===== src/rtl/uart_cfg_pkg.sv =====
`timescale 1ns/1ps
package uart_cfg_pkg;
  localparam int DATA_W    = 8;
  localparam int DIV_BYTES = 2;
  localparam int DIV_W     = DATA_W * DIV_BYTES;

  localparam int IDX_IIR  = 2;
  localparam int IDX_LCR  = 3;
  localparam int IDX_USR  = 31;
  localparam int IDX_TFL  = 32;
  localparam int IDX_RFL  = 33;
  localparam int IDX_HALT = 41;

  localparam int LCR_DLAB_BIT = 7;
  localparam int HALT_EN_BIT  = 1;
  localparam int HALT_UPD_BIT = 2;

  typedef enum logic [3:0] {
    IIR_NONE = 4'h1,
    IIR_THRE = 4'h2,
    IIR_RXD  = 4'h4,
    IIR_RLS  = 4'h6,
    IIR_BUSY = 4'h7
  } iir_code_e;

  typedef struct packed {
    logic                 wr_lcr;
    logic                 wr_halt;
    logic                 wr_thr;
    logic                 rd_usr;
    logic [DIV_BYTES-1:0] wr_div;
  } cfg_strobe_t;
endpackage


===== src/rtl/uart_cfg_decode.sv =====
`timescale 1ns/1ps
module uart_cfg_decode
  import uart_cfg_pkg::*;
#(
  parameter int ADDR_W = 6
) (
  input  logic [ADDR_W-1:0] addr_i,
  input  logic              wr_i,
  input  logic              rd_i,
  input  logic              dlab_i,
  output cfg_strobe_t       strb_o
);
  always_comb begin
    strb_o.wr_lcr  = wr_i && (addr_i == ADDR_W'(IDX_LCR));
    strb_o.wr_halt = wr_i && (addr_i == ADDR_W'(IDX_HALT));
    strb_o.wr_thr  = wr_i && !dlab_i && (addr_i == '0);
    strb_o.rd_usr  = rd_i && (addr_i == ADDR_W'(IDX_USR));
  end

  for (genvar b = 0; b < DIV_BYTES; b++) begin : g_div_dec
    assign strb_o.wr_div[b] = wr_i && dlab_i && (addr_i == ADDR_W'(b));
  end
endmodule


===== src/rtl/uart_cfg_shadow.sv =====
`timescale 1ns/1ps
module uart_cfg_shadow
  import uart_cfg_pkg::*;
(
  input  logic              clk_i,
  input  logic              rst_ni,
  input  cfg_strobe_t       strb_i,
  input  logic [DATA_W-1:0] wdata_i,
  input  logic              busy_i,
  input  logic              char_bound_i,
  output logic [DATA_W-1:0] act_lcr_o,
  output logic [DIV_W-1:0]  act_div_o,
  output logic [DATA_W-1:0] sh_lcr_o,
  output logic [DIV_W-1:0]  sh_div_o,
  output logic              halt_en_o,
  output logic              halt_upd_o,
  output logic              busy_irq_o
);
  logic cfg_wr, blocked, direct, accept, commit;

  assign cfg_wr  = strb_i.wr_lcr || (|strb_i.wr_div);
  assign blocked = cfg_wr && busy_i && !halt_en_o;
  assign direct  = cfg_wr && !busy_i && !halt_en_o;
  assign accept  = cfg_wr && !blocked;
  // halt write wins over a same-cycle commit
  assign commit  = halt_upd_o && !strb_i.wr_halt && (!busy_i || char_bound_i);

  always_ff @(posedge clk_i or negedge rst_ni) begin
    if (!rst_ni) begin
      halt_en_o  <= 1'b0;
      halt_upd_o <= 1'b0;
    end else if (strb_i.wr_halt) begin
      halt_en_o  <= wdata_i[HALT_EN_BIT];
      halt_upd_o <= wdata_i[HALT_UPD_BIT];
    end else if (commit) begin
      halt_upd_o <= 1'b0;
    end
  end

  always_ff @(posedge clk_i or negedge rst_ni) begin
    if (!rst_ni)              busy_irq_o <= 1'b0;
    else if (blocked)         busy_irq_o <= 1'b1;
    else if (strb_i.rd_usr)   busy_irq_o <= 1'b0;
  end

  always_ff @(posedge clk_i or negedge rst_ni) begin
    if (!rst_ni) begin
      sh_lcr_o  <= '0;
      act_lcr_o <= '0;
    end else begin
      if (accept && strb_i.wr_lcr) sh_lcr_o <= wdata_i;
      if (commit)                  act_lcr_o <= sh_lcr_o;
      if (direct && strb_i.wr_lcr) act_lcr_o <= wdata_i;
    end
  end

  for (genvar b = 0; b < DIV_BYTES; b++) begin : g_div
    always_ff @(posedge clk_i or negedge rst_ni) begin
      if (!rst_ni) begin
        sh_div_o[b*DATA_W +: DATA_W]  <= '0;
        act_div_o[b*DATA_W +: DATA_W] <= '0;
      end else begin
        if (accept && strb_i.wr_div[b]) sh_div_o[b*DATA_W +: DATA_W] <= wdata_i;
        if (commit) act_div_o[b*DATA_W +: DATA_W] <= sh_div_o[b*DATA_W +: DATA_W];
        if (direct && strb_i.wr_div[b]) act_div_o[b*DATA_W +: DATA_W] <= wdata_i;
      end
    end
  end
endmodule


===== src/rtl/uart_cfg_iir.sv =====
`timescale 1ns/1ps
module uart_cfg_iir
  import uart_cfg_pkg::*;
(
  input  logic      rls_i,
  input  logic      rxd_i,
  input  logic      thre_i,
  input  logic      busy_i,
  output iir_code_e code_o,
  output logic      irq_o
);
  always_comb begin
    if (rls_i)       code_o = IIR_RLS;
    else if (rxd_i)  code_o = IIR_RXD;
    else if (thre_i) code_o = IIR_THRE;
    else if (busy_i) code_o = IIR_BUSY;
    else             code_o = IIR_NONE;
  end
  assign irq_o = rls_i || rxd_i || thre_i || busy_i;
endmodule


===== src/rtl/uart_lcr_guard.sv =====
`timescale 1ns/1ps
module uart_lcr_guard
  import uart_cfg_pkg::*;
#(
  parameter int ADDR_W = 6,
  parameter int LVL_W  = 7
) (
  input  logic              clk_i,
  input  logic              rst_ni,
  input  logic [ADDR_W-1:0] reg_addr_i,
  input  logic              reg_wr_i,
  input  logic              reg_rd_i,
  input  logic [7:0]        reg_wdata_i,
  output logic [7:0]        reg_rdata_o,
  input  logic              busy_i,
  input  logic              char_bound_i,
  input  logic [LVL_W-1:0]  tx_level_i,
  input  logic [LVL_W-1:0]  rx_level_i,
  input  logic [7:0]        rx_data_i,
  input  logic              rls_irq_i,
  input  logic              rx_irq_i,
  input  logic              thre_irq_i,
  output logic [7:0]        lcr_o,
  output logic [15:0]       divisor_o,
  output logic              tx_push_o,
  output logic [7:0]        tx_data_o,
  output logic              irq_o
);
  cfg_strobe_t       strb;
  logic [DATA_W-1:0] sh_lcr;
  logic [DIV_W-1:0]  sh_div;
  logic              halt_en, halt_upd, busy_irq, dlab;
  iir_code_e         iir_code;
  logic [7:0]        rd_mux;

  assign dlab = sh_lcr[LCR_DLAB_BIT];

  uart_cfg_decode #(.ADDR_W(ADDR_W)) u_dec (
    .addr_i (reg_addr_i),
    .wr_i   (reg_wr_i),
    .rd_i   (reg_rd_i),
    .dlab_i (dlab),
    .strb_o (strb)
  );

  uart_cfg_shadow u_shadow (
    .clk_i        (clk_i),
    .rst_ni       (rst_ni),
    .strb_i       (strb),
    .wdata_i      (reg_wdata_i),
    .busy_i       (busy_i),
    .char_bound_i (char_bound_i),
    .act_lcr_o    (lcr_o),
    .act_div_o    (divisor_o),
    .sh_lcr_o     (sh_lcr),
    .sh_div_o     (sh_div),
    .halt_en_o    (halt_en),
    .halt_upd_o   (halt_upd),
    .busy_irq_o   (busy_irq)
  );

  uart_cfg_iir u_iir (
    .rls_i  (rls_irq_i),
    .rxd_i  (rx_irq_i),
    .thre_i (thre_irq_i),
    .busy_i (busy_irq),
    .code_o (iir_code),
    .irq_o  (irq_o)
  );

  assign tx_push_o = strb.wr_thr;
  assign tx_data_o = reg_wdata_i;

  always_comb begin
    rd_mux = '0;
    if (dlab && reg_addr_i < ADDR_W'(DIV_BYTES)) begin
      for (int b = 0; b < DIV_BYTES; b++)
        if (reg_addr_i == ADDR_W'(b)) rd_mux = sh_div[b*DATA_W +: DATA_W];
    end else begin
      case (reg_addr_i)
        ADDR_W'(0):        rd_mux = rx_data_i;
        ADDR_W'(IDX_IIR):  rd_mux = {4'b0, iir_code};
        ADDR_W'(IDX_LCR):  rd_mux = sh_lcr;
        ADDR_W'(IDX_USR):  rd_mux = {7'b0, busy_i};
        ADDR_W'(IDX_TFL):  rd_mux = 8'(tx_level_i);
        ADDR_W'(IDX_RFL):  rd_mux = 8'(rx_level_i);
        ADDR_W'(IDX_HALT): rd_mux = 8'((32'(halt_upd) << HALT_UPD_BIT) |
                                       (32'(halt_en) << HALT_EN_BIT));
        default:           rd_mux = '0;
      endcase
    end
  end

  assign reg_rdata_o = reg_rd_i ? rd_mux : '0;
endmodule


===== config.mk =====
export PLATFORM = sky130hd
export DESIGN_NAME = uart_lcr_guard
export DESIGN_NICKNAME = d
export VERILOG_FILES = /design/src/rtl/uart_cfg_pkg.sv /design/src/rtl/uart_cfg_decode.sv /design/src/rtl/uart_cfg_shadow.sv /design/src/rtl/uart_cfg_iir.sv /design/src/rtl/uart_lcr_guard.sv
export SDC_FILE = /design/constraint.sdc
export NUM_CORES = 1
export LEC_CHECK = 0
export BUFFER_PORTS_ARGS = -buffer_cell sky130_fd_sc_hd__buf_2
export CORE_MARGIN = 2
export CORE_UTILIZATION = 35
export CTS_CLUSTER_DIAMETER = 40
export CTS_CLUSTER_SIZE = 40
export DETAILED_ROUTE_END_ITERATION = 8
export PLACE_DENSITY = 0.62
export RECOVER_POWER = 25
export REMOVE_ABC_BUFFERS = 1
export SLEW_MARGIN = 30
export SYNTH_ARGS = -nofsm -noshare
export SYNTH_HDL_FRONTEND = slang
export SYNTH_SLANG_ARGS = --single-unit

===== constraint.sdc =====
create_clock -name clk_i -period 3.05 [get_ports clk_i]
set_clock_uncertainty 0.05 [all_clocks]
set_input_delay 0.4575 -clock clk_i [delete_from_list [all_inputs] [get_ports clk_i]]
set_output_delay 0.4575 -clock clk_i [all_outputs]
set_load 0.02 [all_outputs]

---- Word level (Yosys, flattened, before mapping) ----
Index checks and enable logic that the tools add are counted.
storage, ports and cells
  register bits after elaboration ......... 51
  bits of input ports ..................... 45
  output and inout port bits .............. 42
  word-level logic and storage cells ...... 76
operators by class
  $lt $le $gt $ge ......................... 1
  equal/unequal tests ..................... 7
  muxes and demuxes ....................... 19
  bitwise logic cells ..................... 1
  reduce and logical (&&, ||, !) cells .... 39
operator list
  kind                                                         count
  2-to-1 mux 8 bit                                             10
  one-hot mux 8 bit (7 select lines)                           1
  logical AND 1 bit                                            22
  equality test 6 bit (second input constant)                  3
  equality test 6 x 2 -> 1 bit (second input constant)         2
  2-to-1 mux 4 bit                                             3
  nonzero test 2 bit                                           5
  equality test 6 x 1 -> 1 bit (second input constant)         1
  equality test 6 x 5 -> 1 bit (second input constant)         1
  zero test 6 bit                                              1
  less-than comparator 6 x 2 -> 1 bit (second input constant)  1
  zero test 1 bit                                              5
  logical OR 1 bit                                             5
  2-to-1 mux 1 bit                                             4
  2-to-1 mux 3 bit                                             1
  OR 3 x 2 -> 3 bit                                            1
  OR reduction 2 bit                                           1

---- Longest topological paths before layout ----
  depth in word-level cells ............... 9
  mapped depth ............................ 7
  depth with buffers taken out ............ 4

---- Modules after synthesis ----
From an unflattened synthesis, not the netlist that was laid out.
second synthesis, totals
  cell total of the unflattened synthesis .. 317
  area total of the unflattened synthesis .. 3096.7 um2
by module, submodules not included
  module           times used  cells each  area an instance (um2)  sequential area each (um2)
  uart_cfg_shadow  1           204         2250.9                  1276.2
  uart_lcr_guard   1           92          705.7                   0.0
  uart_cfg_decode  1           12          91.3                    0.0
  uart_cfg_iir     1           9           48.8                    0.0

---- Least setup slack after synthesis ----
OpenSTA, ideal clock, no wires.
  path type ............................... input -> output
  start ................................... input reg_addr_i[3]
  end ..................................... output reg_rdata_o[7]
  arrival time ............................ 2.329 ns
  data required time ...................... 2.542 ns
  path slack .............................. 0.214 ns
  cell stages on the path ................. 4
  buffers on the path ..................... 2
  path through ............................ buf_2 -> or4_4 -> buf_2 -> a2111oi_0
between the ends
  cells in the longest elaborated chain, start to end .. 5
  elaborated cells between the ends (all ways) .. 15
  those cells by class .................... order compare (1); eq/ne (7); mux (5); reduce/logical (2)
ends and longest elaborated chain
  what                                                                                         RTL line              RTL
  start: declaration                                                                           uart_lcr_guard.sv:10  input logic [ADDR_W-1:0] reg_addr_i,
  parallel branches: the longest is 3 deep, another holds less-than comparator 6 x 2 -> 1 bit  --
  2-to-1 mux 8 bit (*)                                                                         uart_lcr_guard.sv:76  if (dlab && reg_addr_i < ADDR_W'(DIV_BYTES)) begin
  2-to-1 mux 8 bit (*)                                                                         uart_lcr_guard.sv:94  assign reg_rdata_o = reg_rd_i ? rd_mux : '0;
  end: declaration                                                                             uart_lcr_guard.sv:14  output logic [7:0] reg_rdata_o,
Every way passes the cells marked *.

---- Worst setup path after layout ----
  start ................................... input reg_addr_i[4]
  end ..................................... output reg_rdata_o[7]
The elaborated chain is that of the path after synthesis.

==> impl_metrics.yaml <==
outcome:
  outcome: "finished with violations"
  violations: "capacitance limit, slew limit"
logic_synthesis:
  synthCells: 284
  yosysWarnings: 0
  ys_ff_latch: 51
  synth_seq_area_share_pct: 43.9
  synth.distinct_cells: 35
  synth.most_common_cell: "dfrtp_1"
  synth_largest_area_cell: "dfrtp_1"
  synthTopCellsByArea: "dfrtp_1, mux2i_1, mux2_2, a21oi_1, nor2_1"
  synth_top_cell_area_share_pct: 43.9
  synthTopCellsByCount: "dfrtp_1, nor2_1, mux2i_1"
  synth-main-ff-cell: "dfrtp_1"
  ys_async_sr_fraction_pct: 100
  syn-cell-area_um2: 2910
  synth_edf_count: 0
  avgSynthCellArea_um2: 10.2
power:
  pwr_density_cell_nw_per_um2: 384
  power.leakage_nw: 1.92
  p_total_mw: 1.33
  ir_drop_uv: 144
sta:
  finalSetupTns_ns: 0
  worstMarginPinSlew_ns: 2.16
  slew_headroom_pct: -44.3
  maxSlewViolCount: 40
  layout_min_cycle_time_ns: 2.60
  grt_setup_unrepaired: "false"
  fin_hold_ws_ns: 0.416
  fmax_ghz: 0.385
  post-route-period-util_pct: 85.1
  hold_violations: 0
  setup_viol: 0
worst_hold_path:
  hp-class: "in -> reg"
  min-delay-start: "reg_wdata_i[5]"
floorplan:
  die_area_um2: 9050
  core_area_um2: 8130
  io_pins: 87
  num_rows: 33
  die_h_um: 95.1
  initial_core_util_pct: 35.7
  dieWidth_um: 95.1
finish:
  syn2layout_area_growth_pct: 18.9
  diodes: 0
  nNetsFinal: 407
  drive_gt1_share_pct: 37.5
  fin_area_um2: 3460
  layoutNonFillerInstCount: 468
detailed_routing:
  routed-via-count: 2380
  drt_iter0_markers: 139
  via_per_inst: 5.09
  drt-total-wl_mm: 7.76
  dr.pass1.iters: 4
  drcViolationCount: 0
  antenna_left: 0
  routedWlPerCell_um: 16.6
clock_network:
  clkLatencyLatePin_ns: 0.30
  hold_buffers: 0
  htreeDepth: 2
  clkTransAtPathRegs_ns: 0.09
  root_buffer: "clkbuf_8"
  cts.path.max_buffers: 2
  cts.repair.resized: 0
  cts_sinks: 51
  post_cts_buffers: 0
  cts_tree: "yes"
  cts_made_buffers: 5
placed_design:
  port_buffers: 86
  place.gp.congestion: 0.817
  dp.cells: 460
  dp_hpwl_mm: 5.63
  placed_cell_area_um2: 3380
flow_run:
  cap_violations: 1
setup_path:
  crit_required_ns: 2.54
  critPathKind: "in -> out"
  end_kind: "primary output"
  timing.critical_path.to: "reg_rdata_o[7]"
  crit_fanout: 12
  rr_endpoint: "u_shadow.sh_div_o[13]"
  startpoint_type: "input pin"
  cp.arrival_ns: 2.09
  startpoint: "reg_addr_i[4]"
  r2r_slack_ns: 1.04
  crit-reg2reg-launch: "u_shadow.sh_lcr_o[7]"
  reg2regPathDepth: 4
grt:
  grt_remaining_overflow: 0
  grt_use_met3_pct: 3.95
  grt.busiest_layer: "met2"
  grt_max_degree: 40
  use_met1_pct: 24.5
  grtUsageMet2_pct: 27.0
  antenna_found_initial: 0
  grt_pass1_wl_mm: 12.1
  grt.total_usage_pct: 17.6
  first_global_vias: 2320
==> flip-flops by register name, summed over array words and instances (netlist names) <==
| signal | cells |
|---|---|
| u_shadow.busy_irq_o | 1 |
| u_shadow.act_div_o | 16 |
| u_shadow.halt_upd_o | 1 |
| u_shadow.halt_en_o | 1 |
| u_shadow.sh_div_o | 16 |
| u_shadow.sh_lcr_o | 8 |
| u_shadow.act_lcr_o | 8 |
==> layout by cell type (no fill, tap or decap), types with 2 or more instances in the layout <==
cell type / netlist / final
buf_2: 4 / 85
dfrtp_1: 51 / 51
nor2_1: 36 / 36
mux2i_1: 35 / 35
a21oi_1: 34 / 34
mux2_2: 29 / 29
nand2_1: 13 / 13
o21ai_0: 11 / 11
nor2b_1: 10 / 10
buf_4: 9 / 9
inv_1: 5 / 5
clkbuf_8: 0 / 5
o221a_2: 4 / 4
o311a_1: 3 / 3
and3_1: 3 / 3
nand3_1: 3 / 3
nand4_1: 3 / 3
clkbuf_1: 4 / 3
and2_1: 2 / 2
or4_4: 2 / 2
nor4b_1: 2 / 2
nand2b_1: 2 / 2
==> power breakdown <==
part / switching [mW] / internal [mW] / total (mW) / leakage [nW]
clock network: 0.217 / 0.162 / 0.379 / 0.0422
logic: 0.130 / 0.0868 / 0.217 / 1.18
registers: 0.0242 / 0.708 / 0.733 / 0.702
==> per-layer routing <==
layer,up-vias,routed length (um)
met2,88,3430
met1,1114,3580
met4,0,144
met5,-,0
met3,10,607
li1,1168,-
==> final cells by class <==
type	count	area (um^2)
inverters	5	18.8
flip-flops and latches	51	1280
clock buffers	7	76.3
multi-input cells	204	1450
clock inverters	1	5.00
well taps	105	131
repair buffers	95	497
fillers	814	4680
==> through the flow <==
step | util [%] | setup WS [ns]
final | 42.5 | 0.453
after global routing | 42.5 | 0.283
after CTS | 42.5 | 0.458
after detailed placement | 41.5 | 0.471
after global placement | 41.5 | 0.477
after floorplan | - | 0.357
==> how the worst min path moves through the flow <==
stage / to / slack [ns] / depth (start not counted)
final: u_shadow.act_div_o[5] / 0.42 / 3
after global routing: u_shadow.halt_upd_o / 0.42 / 3
after CTS: u_shadow.act_div_o[6] / 0.25 / 1
after detailed placement: u_shadow.busy_irq_o / 0.47 / 1
after global placement: u_shadow.busy_irq_o / 0.46 / 1
after floorplan: u_shadow.act_div_o[0] / 0.11 / 0
==> critical path, stage by stage <==
cell and delay (ns):
buf_2 0.12, or4_4 0.63, nor2_1 0.37, a2111oi_0 0.18, buf_4 0.17, buf_2 0.15
==> cells by family after synthesis <==
| family | Yosys count | synth area share (%) |
|---|---|---|
| simple gates | 82 | 14.5 |
| buf+inv | 29 | 6.12 |
| mux | 64 | 23.3 |
| compound gates | 58 | 12.2 |
| flops | 51 | 43.9 |
(Power assumes the default switching activity.)
